`src/rtl/uart_cmd_pkg.sv`:
```
package uart_cmd_pkg;

  localparam int CMD_W = 3;
  localparam int ERR_W = 4;

  typedef enum logic [CMD_W-1:0] {
    CMD_NOP       = 3'b000,
    CMD_RST_PTR   = 3'b001,
    CMD_RST_RX    = 3'b010,
    CMD_RST_TX    = 3'b011,
    CMD_RST_ERR   = 3'b100,
    CMD_RST_DBRK  = 3'b101,
    CMD_BRK_START = 3'b110,
    CMD_BRK_STOP  = 3'b111
  } misc_cmd_e;

  typedef struct packed {
    logic rst_ptr;
    logic rst_rx;
    logic rst_tx;
    logic rst_err;
    logic rst_dbrk;
    logic brk_start;
    logic brk_stop;
  } cmd_act_t;

endpackage

```
`src/rtl/uart_cmd_decode.sv`:
```
module uart_cmd_decode
  import uart_cmd_pkg::*;
(
  input  logic             we,
  input  logic [CMD_W-1:0] code,
  output cmd_act_t         act
);

  always_comb begin
    act = '0;
    if (we) begin
      case (misc_cmd_e'(code))
        CMD_RST_PTR:   act.rst_ptr   = 1'b1;
        CMD_RST_RX:    act.rst_rx    = 1'b1;
        CMD_RST_TX:    act.rst_tx    = 1'b1;
        CMD_RST_ERR:   act.rst_err   = 1'b1;
        CMD_RST_DBRK:  act.rst_dbrk  = 1'b1;
        CMD_BRK_START: act.brk_start = 1'b1;
        CMD_BRK_STOP:  act.brk_stop  = 1'b1;
        default:       act = '0;
      endcase
    end
  end

endmodule

```
`src/rtl/uart_sticky_flag.sv`:
```
// Bank of sticky flags; SET_WINS picks which side wins a same-cycle conflict.
module uart_sticky_flag #(
  parameter int W        = 1,
  parameter bit SET_WINS = 1'b1
) (
  input  logic         clk,
  input  logic         rst_n,
  input  logic [W-1:0] set,
  input  logic         clr,
  output logic [W-1:0] q
);

  logic [W-1:0] q_nxt;

  generate
    if (SET_WINS) begin : g_set_wins
      always_comb q_nxt = (clr ? '0 : q) | set;
    end else begin : g_clr_wins
      always_comb q_nxt = clr ? '0 : (q | set);
    end
  endgenerate

  always_ff @(posedge clk) begin
    if (!rst_n) q <= '0;
    else        q <= q_nxt;
  end

endmodule

```
`src/rtl/uart_mode_ptr.sv`:
```
module uart_mode_ptr #(
  parameter int NUM_REGS = 2,
  parameter int PTR_W    = 1
) (
  input  logic             clk,
  input  logic             rst_n,
  input  logic             clr,
  input  logic             adv,
  output logic [PTR_W-1:0] ptr
);

  localparam logic [PTR_W-1:0] LAST = PTR_W'(NUM_REGS - 1);

  always_ff @(posedge clk) begin
    if (!rst_n)                  ptr <= '0;
    else if (clr)                ptr <= '0;
    else if (adv && ptr != LAST) ptr <= ptr + 1'b1;
  end

endmodule

```
`src/rtl/uart_misc_cmd_ctrl.sv`:
```
module uart_misc_cmd_ctrl
  import uart_cmd_pkg::*;
#(
  parameter int NUM_MODE_REGS = 2,
  localparam int PTR_W = (NUM_MODE_REGS > 1) ? $clog2(NUM_MODE_REGS) : 1
) (
  input  logic             clk,
  input  logic             rst_n,
  input  logic             cmd_we,
  input  logic [CMD_W-1:0] cmd_code,
  input  logic             mode_access,
  input  logic             rx_en_set,
  input  logic             tx_en_set,
  input  logic             rx_rdy_set,
  input  logic             rx_full_set,
  input  logic             tx_empty_set,
  input  logic             tx_rdy_set,
  input  logic [ERR_W-1:0] err_set,
  input  logic             dbrk_set,
  output logic [PTR_W-1:0] mode_ptr,
  output logic             rx_en,
  output logic             tx_en,
  output logic             rx_rdy,
  output logic             rx_full,
  output logic             tx_empty,
  output logic             tx_rdy,
  output logic [ERR_W-1:0] err_flags,
  output logic             dbrk_flag,
  output logic             rx_fifo_rst,
  output logic             tx_rst,
  output logic             brk_start,
  output logic             brk_stop
);

  cmd_act_t act;

  uart_cmd_decode u_dec (
    .we   (cmd_we),
    .code (cmd_code),
    .act  (act)
  );

  uart_mode_ptr #(
    .NUM_REGS (NUM_MODE_REGS),
    .PTR_W    (PTR_W)
  ) u_ptr (
    .clk   (clk),
    .rst_n (rst_n),
    .clr   (act.rst_ptr),
    .adv   (mode_access),
    .ptr   (mode_ptr)
  );

  // Receiver state: the reset command beats any same-cycle set.
  logic [2:0] rx_q;
  uart_sticky_flag #(.W(3), .SET_WINS(1'b0)) u_rx_state (
    .clk   (clk),
    .rst_n (rst_n),
    .set   ({rx_en_set, rx_rdy_set, rx_full_set}),
    .clr   (act.rst_rx),
    .q     (rx_q)
  );
  assign {rx_en, rx_rdy, rx_full} = rx_q;

  // Transmitter state: same rule as the receiver.
  logic [2:0] tx_q;
  uart_sticky_flag #(.W(3), .SET_WINS(1'b0)) u_tx_state (
    .clk   (clk),
    .rst_n (rst_n),
    .set   ({tx_en_set, tx_empty_set, tx_rdy_set}),
    .clr   (act.rst_tx),
    .q     (tx_q)
  );
  assign {tx_en, tx_empty, tx_rdy} = tx_q;

  // Receive errors: a fresh event must never be lost to a clear.
  uart_sticky_flag #(.W(ERR_W), .SET_WINS(1'b1)) u_err (
    .clk   (clk),
    .rst_n (rst_n),
    .set   (err_set),
    .clr   (act.rst_err),
    .q     (err_flags)
  );

  uart_sticky_flag #(.W(1), .SET_WINS(1'b1)) u_dbrk (
    .clk   (clk),
    .rst_n (rst_n),
    .set   (dbrk_set),
    .clr   (act.rst_dbrk),
    .q     (dbrk_flag)
  );

  // Registered strobes toward the FIFO and the transmitter.
  always_ff @(posedge clk) begin
    if (!rst_n) begin
      rx_fifo_rst <= 1'b0;
      tx_rst      <= 1'b0;
      brk_start   <= 1'b0;
      brk_stop    <= 1'b0;
    end else begin
      rx_fifo_rst <= act.rst_rx;
      tx_rst      <= act.rst_tx;
      brk_start   <= act.brk_start & tx_en;
      brk_stop    <= act.brk_stop;
    end
  end

endmodule

```
`config.mk`:
```
export PLATFORM = sky130hd
export DESIGN_NAME = uart_misc_cmd_ctrl
export DESIGN_NICKNAME = d
export VERILOG_FILES = /design/src/rtl/uart_cmd_pkg.sv /design/src/rtl/uart_cmd_decode.sv /design/src/rtl/uart_sticky_flag.sv /design/src/rtl/uart_mode_ptr.sv /design/src/rtl/uart_misc_cmd_ctrl.sv
export SDC_FILE = /design/constraint.sdc
export NUM_CORES = 1
export LEC_CHECK = 0
export ABC_CLOCK_PERIOD_IN_PS = 800
export CORE_ASPECT_RATIO = 0.9
export CORE_UTILIZATION = 33
export DETAILED_ROUTE_END_ITERATION = 12
export PLACE_DENSITY = 0.75
export SLEW_MARGIN = 20
export SYNTH_ARGS = -nofsm -noshare
export SYNTH_HDL_FRONTEND = slang
export SYNTH_HIERARCHICAL = 1
export SYNTH_SLANG_ARGS = --single-unit
```
`constraint.sdc`:
```
create_clock -name clk -period 0.8 [get_ports clk]
set_clock_uncertainty 0.1 [all_clocks]
set_input_delay 0.16 -clock clk [delete_from_list [all_inputs] [get_ports clk]]
set_output_delay 0.16 -clock clk [all_outputs]
set_load 0.02 [all_outputs]
```
==> results of run 1 <==
sequential cells by signal, indices dropped and copies added (netlist names):
| name | flops |
|---|---|
| u_err/q | 4 |
| tx_rst | 1 |
| brk_start | 1 |
| u_ptr/ptr | 1 |
| u_tx_state/q | 3 |
| brk_stop | 1 |
| u_dbrk/q | 1 |
| rx_fifo_rst | 1 |
| u_rx_state/q | 3 |
through the flow:
stage	hold WS (ns)	setup slack, ns
after detailed placement	0.3540	-0.6614
after global routing	0.2325	-0.2273
after global placement	0.3470	-0.6338
after floorplan	0.1774	-0.07572
final	0.2145	-0.1907
after CTS	0.2027	-0.2011
area by class of cell:
class,count,area [um2]
fill,143,611.8
timing repair buffer,36,389.1
sequential,16,340.3
clock buffer,3,22.52
multi-input combinational,37,305.3
tap,24,30.03
power by group through the flow:
stage	Sequential (W)	Combinational, W	Clock (W)
global route	0.000893	0.000425	0.000446
floorplan	0.000946	0.0000909	0
detailed placement	0.000887	0.000374	0
CTS	0.000886	0.000400	0.000416
finish	0.000885	0.000397	0.000390
global placement	0.000885	0.000371	0
path summary, 6_finish.rpt:
kind / cells after the start / start / end / slack (ns)
hold reg to reg: 2 / u_tx_state/q[1] / u_tx_state/q[1] / 0.37
setup reg to reg: 2 / u_err/q[2] / u_err/q[2] / -0.01
hold / removal: 3 / cmd_code[0] / u_ptr/ptr / 0.21
setup / recovery: 1 / u_tx_state/q[0] / tx_rdy / -0.19
per-layer routing:
metal	part of all wire (%)	up-vias	GRT usage, %
li1	-	264	-
met1	42	230	19.21
met2	49	20	22.19
met3	8.7	0	5.106
met4	0	0	5.143
met5	0	-	0
timing repair:
action | 4_1_cts | 5_1_grt
gates cloned | 1 | 0
pin swaps | 1 | 1
gates resized for setup | 126 | 5
setup endpoints to repair | 32 | 26
cell families after synthesis:
kind of cell	Yosys count
AND/OR/NAND/NOR	32
AO/OA/AOI/OAI	5
flip-flops	16
cells in the mapped netlist:
master,n,share of area [%]
and2_2,3,3.7
nor2_1,7,4.3
and3_1,1,1.0
and4bb_2,2,4.1
o21a_1,5,6.1
and4bb_1,1,2.0
nor2b_4,1,2.3
nor3b_2,1,2.0
nand2b_4,2,4.5
and4_2,1,1.6
nor2b_1,4,4.1
dfxtp_1,16,52
and4b_2,3,5.5
nor2_2,6,6.1
==> results by group, run 1 <==
Final layout
  • Most used cells in the layout excluding fill and tap cells: 16 x dfxtp_2, 16 x buf_6, 12 x clkdlybuf4s50_1, 7 x nor2_2, 6 x nor2_1
  • Number of nets in the layout: about 110
  • Ant diodes: 0
  • Area growth syn-to-layout: 78.07%
  • Post-route cell area: 1087 um2
  • Share of post-route cells with drive strength above 1: 69.57%
  • End-of-flow core utilization: 63.99%
  • Final non-filler cell total: roughly 120

Worst setup path
  • Largest stage delay, worst path: ~0.35 ns
  • Type of the worst setup path: reg2out
  • Critical path launch point type: flop
  • Critical path required time: roughly 0.54 ns
  • Dominant delay contributor by cell family on the critical path: flip-flops
  • Slowest cell on the critical path: dfxtp_2
  • Worst-path cell chain: buf_6
  • Critical Path Sink Type: primary output
  • Crit path buf inv count: 1
  • Largest fanout on the critical path: 2
  • Crit path arrival time: 0.73 ns

STA
  • Final Setup Violations: 20
  • Min Clock Period, post-route: 0.9907 ns
  • Transition time of the tightest slew-check pin: roughly 0.15 ns
  • Unrepaired setup endpoints after global routing: yes
  • Slew Limit Fails: 0
  • Final hold vios: 0
  • Summed negative setup slack over all endpoints: -2.905 ns
  • Achievable clock frequency: 1009 MHz
  • Post-route fraction of the period consumed by the critical path: 123.8%
  • Rel. slew slack: between 90% and 100%
  • Least setup slack across all paths after layout: -0.1907 ns

Yosys
  • Syn Area/Cell: roughly 12 um2
  • Dominant combinational cell family by area after synthesis: simple AND/OR/NAND/NOR gates
  • Combined area of all synthesized cells: approximately 600 um2
  • Share of the synthesized netlist area taken by xor and xnor gates: 0%
  • Adder-Cell Fraction of Synth Area: 0%
  • Yosys synthesis warning count: 6
  • Number of different library cells in the post-synthesis netlist: 14
  • Total nets after synthesis: 71
  • Number of standard cells after synthesis: between 50 and 60
  • Proportion of synthesized chip area in sequential cells: between 50% and 60%
  • Compound-cell area share of the yosys netlist: about 6.1%
  • Simple-gate portion of the synthesized area: 41.39%
  • Post-synthesis mux area share: 0%
  • FF+latch count, synth: 16

Clocking
  • Clock tree buffer depth: 2
  • Post-CTS setup buffers: 0
  • CTS Root Buffer Type: clkbuf_4
  • Worst-path clk slew: around 0.080 ns
  • Num Clock Sinks: 16
  • TritonCTS clock tree: yes
  • H-tree levels: 1
  • Total clock buffers created by CTS: 3
  • Clock latency on the worst-skew pair: about 0.27 ns
  • Hold bufs inserted after CTS: 0

Die
  • Number of top-level design ports: 34
  • Die ar.: around 2000 um2
  • Floorplan die height: approximately 43 um
  • Starting density of the core: 35.94%
  • Width of the chip: 47.34 um
  • Core Footprint: ~1700 um2
  • Standard-cell row count: 14

Routing
  • Remaining number of nets flagged by the antenna check after routing: 0
  • Detail-routed net length per standard cell: around 10 um
  • DRC marker count from the first detailed-route iteration: 4
  • Total Routed Length: ~1.2 mm
  • Vias: roughly 510
  • Router iterations before antenna repair: 4
  • Average vias per placed instance: roughly 4.4
  • DRC violation count after routing: 0

GRT
  • Total routing resource utilization after global routing: approximately 15%
  • First-pass GRT wire length: 2.173 mm
  • Initial antenna violation count: 0
  • Via count of the first global-routing pass: 517
  • Largest net degree at the start of global routing: 9
  • Total global routing overflow: 0

Pwr
  • Net switching power: around 0.0004 W
  • Power Dens Cells: 1538 nW/um2
  • Reg power frac: around 53%
  • Overall power after layout: 0.001672 W
  • Comb pwr share: roughly a quarter
  • Relative contribution of the clock network to total power: a little under a quarter
  • Internal power of the cells: ~0.0013 W
  • Max IR drop VDD: just over 0.9 mV
  • Lkg Pwr: between 0.4 and 0.5 nW
  • Switching share of total power: a little under a quarter

Outcome
  • Outcome: finished, violations left
  • Failing checks: setup timing

Placed design
  • Weighted congestion reported at the end of routability-driven placement: 0.6512
  • Number of port buffers: 33
  • HPWL Detailed: slightly above 900 um
  • Post-detailed-placement cell area: approximately 1000 um2
  • Instance count after placement with tap cells included: 112

Hold path
  • Hold Path Class: in2reg

Run
  • Max-capacitance violation count: 0
Power figures use the tool's default switching activity.
==> run 2, diff against run 1 <==
--- a/config.mk
+++ b/config.mk
@@ -9,7 +9,8 @@
 export CORE_ASPECT_RATIO = 0.9
 export CORE_UTILIZATION = 33
 export DETAILED_ROUTE_END_ITERATION = 12
-export PLACE_DENSITY = 0.75
+export PLACE_DENSITY = 0.73
+export SETUP_SLACK_MARGIN = 0.3
 export SLEW_MARGIN = 20
 export SYNTH_ARGS = -nofsm -noshare
 export SYNTH_HDL_FRONTEND = slang
==> results by group, run 2 (synthesis results as in run 1) <==
Routing
  • Average vias per placed instance: roughly 4.5
  • DRC marker count from the first detailed-route iteration: 1
  • DRC violation count after routing: 0
  • Remaining number of nets flagged by the antenna check after routing: 0
  • Detail-routed net length per standard cell: ~11 um
  • Vias: 541
  • Total Routed Length: 1.342 mm
  • Router iterations before antenna repair: 2

Final layout
  • Register with the most flip-flops: u_err/q
  • Area growth syn-to-layout: 100.4%
  • Post-route cell area: approximately 1200 um2
  • End-of-flow core utilization: ~72%
  • Max reg flops: 4
  • Most used cells in the layout excluding fill and tap cells: 22 x buf_6, 16 x dfxtp_4, 8 x clkdlybuf4s50_1, 7 x nor2_4, 6 x nor2_2
  • Ant diodes: 0
  • Most common library cell in the layout ignoring fill and taps: buf_6
  • Number of nets in the layout: approximately 120
  • Share of post-route cells with drive strength above 1: between 70% and 80%
  • Top Registers: u_err/q x4, u_rx_state/q x3, u_tx_state/q x3
  • Filler Cell Count: ~140

Die
  • Starting density of the core: 35.94%
  • Width of the chip: around 47 um
  • Floorplan die height: 42.81 um
  • Die ar.: 2026 um2
  • Core Footprint: 1699 um2
  • Number of top-level design ports: 34
  • Standard-cell row count: 14

Placed design
  • Post-detailed-placement cell area: about 1100 um2
  • Number of port buffers: 33
  • HPWL Detailed: 1.000 mm
  • Weighted congestion reported at the end of routability-driven placement: around 0.65
  • Worst setup slack before clock tree synthesis: -0.6796 ns

STA
  • Least setup slack across all paths after layout: -0.2164 ns
  • Rel. slew slack: between 90% and 100%
  • Summed negative setup slack over all endpoints: -3.397 ns
  • Min Clock Period, post-route: ~1 ns
  • Final Setup Violations: 23
  • Post-route fraction of the period consumed by the critical path: 127.1%
  • Unrepaired setup endpoints after global routing: yes
  • Slew Limit Fails: 0
  • Transition time of the tightest slew-check pin: 0.1447 ns
  • Achievable clock frequency: ~1000 MHz
  • Final hold vios: 0

GRT
  • First-pass GRT wire length: between 2 and 2.5 mm
  • Via count of the first global-routing pass: a little under 500
  • Largest net degree at the start of global routing: 9
  • Initial antenna violation count: 0
  • Total routing resource utilization after global routing: 14.59%
  • Total global routing overflow: 0

Pwr
  • Overall power after layout: 0.001704 W
  • Power Dens Cells: about 1400 nW/um2
  • Max IR drop VDD: 0.8909 mV
  • Lkg Pwr: about 0.54 nW

Clocking
  • H-tree levels: 1
  • CTS Root Buffer Type: clkbuf_4
  • Clock tree buffer depth: 2
  • Clock latency on the worst-skew pair: about 0.27 ns
  • TritonCTS clock tree: yes
  • Num Clock Sinks: 16
  • Hold bufs inserted after CTS: 0
  • Total clock buffers created by CTS: 3
  • Worst-path clk slew: roughly 0.080 ns

Worst setup path
  • Worst-path cell chain: buf_6
  • Critical Path Sink Type: primary output
  • Worst setup path startpoint: u_rx_state/q[1]
  • Crit path buf inv count: 1
  • Largest fanout on the critical path: 2
  • Largest stage delay, worst path: about 0.36 ns
  • Type of the worst setup path: reg2out
  • Launch point of the worst reg-to-reg path: u_err/q[2]
  • Critical path required time: 0.54 ns
  • Crit path arrival time: ~0.76 ns
  • Dominant delay contributor by cell family on the critical path: flip-flops
  • Critical path launch point type: flop
  • Slowest cell on the critical path: dfxtp_4

Outcome
  • Failing checks: setup timing
  • Outcome: finished, violations left

Hold path
  • Critical hold path startpoint: rx_en_set
  • Hold Path Class: in2reg

Run
  • Max-capacitance violation count: 0
-- run 2: changes by cell type in the layout (fill, tap and decap cells not counted), sizes merged --
cell / before / now
dlymetal6s2s: 0 / 4
buf: 22 / 27
bufbuf: 1 / 0
clkdlybuf4s50: 12 / 8
dlygate4sd2: 1 / 0
-- run 2: stage by stage --
stage | hold slack [ns] | instances
after floorplan | 0.1767 | 53
after global placement | 0.3733 | 114
after detailed placement | 0.3776 | 114
after CTS | 0.1243 | 117
after global routing | 0.07998 | 119
final | 0.07042 | 119
-- run 2: final cells by class --
class	count	area [um2]	area share, %
multi-input cells	37	355.3	29.04
repair buffers	39	435.4	35.58
flip-flops and latches	16	380.4	31.08
well taps	24	30.03	2.454
clock buffers	3	22.52	1.840
-- run 2: timing repair --
item | in CTS | in global routing
endpoints found under the hold margin | 0 | 0
gates resized for setup | 134 | 16
endpoints found under the setup margin | 32 | 32
buffers inserted | 0 | 2
gates cloned | 0 | 0
pin swaps | 2 | 4
-- run 2: power by group --
part           switching, W  internal, W  leakage [nW]  total, W
Combinational      0.000172     0.000274         0.385  0.000446
Sequential        0.0000413     0.000826         0.142  0.000867
Clock              0.000216     0.000174        0.0138  0.000390
-- run 2: per-layer routing --
metal	vias to the layer above	wire length, um	global-route usage, %	part of all wire, %
li1	267	-	-	-
met1	255	544	17.32	41
met2	17	685	23.29	51
met3	2	96	4.255	7.2
met4	0	16	6.857	1.2
met5	-	0	0	0
-- run 2: final timing paths --
check,end,slack [ns],depth (start not counted)
setup / recovery,rx_rdy,-0.22,1
hold / removal,u_rx_state/q[2],0.07,3
setup reg to reg,u_err/q[2],-0.03,2
hold reg to reg,u_rx_state/q[0],0.40,2
==> run 3, diff against run 2 <==
--- a/config.mk
+++ b/config.mk
@@ -5,9 +5,10 @@
 export SDC_FILE = /design/constraint.sdc
 export NUM_CORES = 1
 export LEC_CHECK = 0
+export ABC_AREA = 1
 export ABC_CLOCK_PERIOD_IN_PS = 800
 export CORE_ASPECT_RATIO = 0.9
-export CORE_UTILIZATION = 33
+export CORE_UTILIZATION = 32
 export DETAILED_ROUTE_END_ITERATION = 12
 export PLACE_DENSITY = 0.73
 export SETUP_SLACK_MARGIN = 0.3
==> results by group, run 3 <==
Final layout
  • Max reg flops: 4
  • Register cell area after layout: between 300 and 400 um2
  • Ant diodes: 0
  • Multi-input gate area in the final layout: 289.0 um2
  • Top Registers: u_err/q x4, u_rx_state/q x3, u_tx_state/q x3
  • Filler Cell Count: 112
  • Number of nets in the layout: 148
  • Area growth syn-to-layout: 123.0%
  • Most common library cell in the layout ignoring fill and taps: buf_6
  • Share of post-route cells with drive strength above 1: a little over three fifths
  • End-of-flow core utilization: roughly 76%
  • Most used cells in the layout excluding fill and tap cells: 24 x buf_6, 16 x dfxtp_4, 14 x inv_1, 14 x nor2_1, 12 x clkdlybuf4s50_1
  • Register with the most flip-flops: u_err/q

Routing
  • DRC marker count from the first detailed-route iteration: 8
  • Average vias per placed instance: 4.203
  • Total Routed Length: between 1.5 and 2 mm
  • Detail-routed net length per standard cell: 10.27 um
  • Router iterations before antenna repair: 4
  • DRC violation count after routing: 0
  • Vias: ~640
  • Remaining number of nets flagged by the antenna check after routing: 0

Clocking
  • Hold bufs inserted after CTS: 0
  • TritonCTS clock tree: yes
  • CTS Root Buffer Type: clkbuf_4
  • Clock tree buffer depth: 2
  • Total clock buffers created by CTS: 3
  • Clock latency on the worst-skew pair: roughly 0.28 ns
  • Worst-path clk slew: 0.10 ns
  • H-tree levels: 1
  • Num Clock Sinks: 16

Yosys
  • Dominant combinational cell family by area after synthesis: simple AND/OR/NAND/NOR gates
  • Post-synthesis async set-or-reset flop share: 0%
  • Syn Area/Cell: about 7 um2
  • Yosys synthesis warning count: 6
  • Compound-cell area share of the yosys netlist: under 10%
  • Number of flops mapped to enable cells by yosys: 0
  • Number of different library cells in the post-synthesis netlist: 8
  • Number of standard cells after synthesis: 80
  • FF+latch count, synth: 16
  • Post-synthesis mux area share: 0%
  • Simple-gate portion of the synthesized area: 26.96%
  • Main area contributors after synthesis: dfxtp_1 56%, nor2_1 14%, inv_1 12%, nand2_1 10%, a21oi_1 3.5%
  • Most instantiated cells after synthesis: 22 x nor2_1, 18 x inv_1, 16 x dfxtp_1, 16 x nand2_1, 4 x a21oi_1
  • Leading area contributor after synthesis: dfxtp_1
  • Most frequently used cell type in the post-synthesis netlist: nor2_1
  • Total nets after synthesis: slightly below 100
  • Combined area of all synthesized cells: between 500 and 600 um2
  • Share of the synthesized netlist area taken by xor and xnor gates: 0%
  • Proportion of synthesized chip area in sequential cells: 55.65%
  • Top cell type's share of synthesized area: 55.65%
  • Most instantiated flip-flop cell in the synthesis netlist: dfxtp_1
  • Adder-Cell Fraction of Synth Area: 0%

GRT
  • Largest net degree at the start of global routing: 10
  • Total global routing overflow: 0
  • First-pass GRT wire length: 2.470 mm
  • Total routing resource utilization after global routing: between 10% and 20%
  • Initial antenna violation count: 0
  • Via count of the first global-routing pass: about 620

Die
  • Die ar.: just under 2000 um2
  • Width of the chip: ~47 um
  • Floorplan die height: 42.24 um
  • Starting density of the core: 34.23%
  • Core Footprint: roughly 1700 um2
  • Number of top-level design ports: 34
  • Standard-cell row count: 14

Pwr
  • Lkg Pwr: slightly below 0.6 nW
  • Max IR drop VDD: 1.201 mV
  • Power Dens Cells: around 1400 nW/um2

STA
  • Rel. slew slack: between 80% and 90%
  • Post-route fraction of the period consumed by the critical path: 128.6%
  • Transition time of the tightest slew-check pin: between 0.2 and 0.25 ns
  • Achievable clock frequency: 971.8 MHz
  • Final hold vios: 0
  • Least setup slack across all paths after layout: -0.2290 ns
  • Slew Limit Fails: 0
  • Final Setup Violations: 18
  • Min Clock Period, post-route: 1.029 ns
  • Unrepaired setup endpoints after global routing: yes
  • Worst hold margin: 0.1482 ns
  • Summed negative setup slack over all endpoints: -3.583 ns

Run
  • Max-capacitance violation count: 0

Placed design
  • Weighted congestion reported at the end of routability-driven placement: around 0.73
  • HPWL Detailed: between 1 and 1.5 mm
  • Number of port buffers: 33
  • Worst setup slack before clock tree synthesis: -0.6470 ns

Outcome
  • Failing checks: setup timing
  • Outcome: finished, violations left

Worst setup path
  • Critical path required time: 0.54 ns
  • Slowest cell on the critical path: dfxtp_4
  • Critical Path Sink Type: primary output
  • Crit path buf inv count: 1
  • Type of the worst setup path: reg2out
  • Crit path arrival time: between 0.7 and 0.8 ns
  • Largest stage delay, worst path: approximately 0.36 ns
  • Worst-path cell chain: buf_6
  • Largest fanout on the critical path: 2
  • Dominant delay contributor by cell family on the critical path: flip-flops
  • Critical path launch point type: flop

Hold path
  • Hold Path Class: in2reg
run 3: kinds of logic (layout without fill, tap and decap cells):
group / after synthesis / after routing
and+or+nand+nor: 40 / 40
buffers and inverters: 19 / 68
DFF: 16 / 16
AOI/OAI and AO/OA: 5 / 5
run 3: timing repair:
| item | 4_1_cts | 5_1_grt |
|---|---|---|
| gates resized for setup | 135 | 12 |
| setup buffers | 3 | 2 |
| pin swaps | 11 | 8 |
| setup endpoints to repair | 32 | 31 |
run 3: power breakdown:
group	switching, W	internal, W	total (W)
combinational	0.000223	0.000270	0.000493
sequential	0.0000352	0.000825	0.000860
clock	0.000249	0.000181	0.000430
run 3: stage by stage:
step | instances | instance area, um2 | total power (W)
6_report | 153 | 1284 | 0.001784
3_3_place_gp | 144 | 1117 | 0.001266
5_1_grt | 153 | 1284 | 0.001886
4_1_cts | 151 | 1234 | 0.001763
3_5_place_dp | 144 | 1117 | 0.001274
2_1_floorplan | 80 | 704.4 | 0.001027
run 3: path summary, 6_finish.rpt:
check             startpoint              end  slack (ns)  cells after the start
min              cmd_code[1]         brk_stop        0.15                      5
min reg2reg         u_dbrk/q         u_dbrk/q        0.38                      2
max reg2reg  u_tx_state/q[2]  u_tx_state/q[2]       -0.07                      4
max          u_rx_state/q[1]           rx_rdy       -0.23                      1
run 3: final cells by class:
type / count / share of cell area [%]
timing repair buffer: 45 / 35.77
sequential: 16 / 29.63
multi-input combinational: 45 / 22.51
inverter: 19 / 7.700
tap: 24 / 2.339
clock buffer: 3 / 1.754
clock inverter: 1 / 0.2924
run 3: metal layers:
metal / vias up / global-route usage (%) / part of all wire [%] / routed length (um)
met5: - / 0 / 0 / 0
met4: 0 / 15.43 / 5.9 / 93
met3: 10 / 3.879 / 6.0 / 95
met2: 29 / 31.39 / 52 / 815
met1: 276 / 17.52 / 36 / 568
li1: 328 / - / - / -
run 3: tightest hold or removal path: stages:
cell     delay (ns)
buf_4          0.15
nand2_4        0.07
nor2_1         0.04
nand2_1        0.04
inv_1          0.03
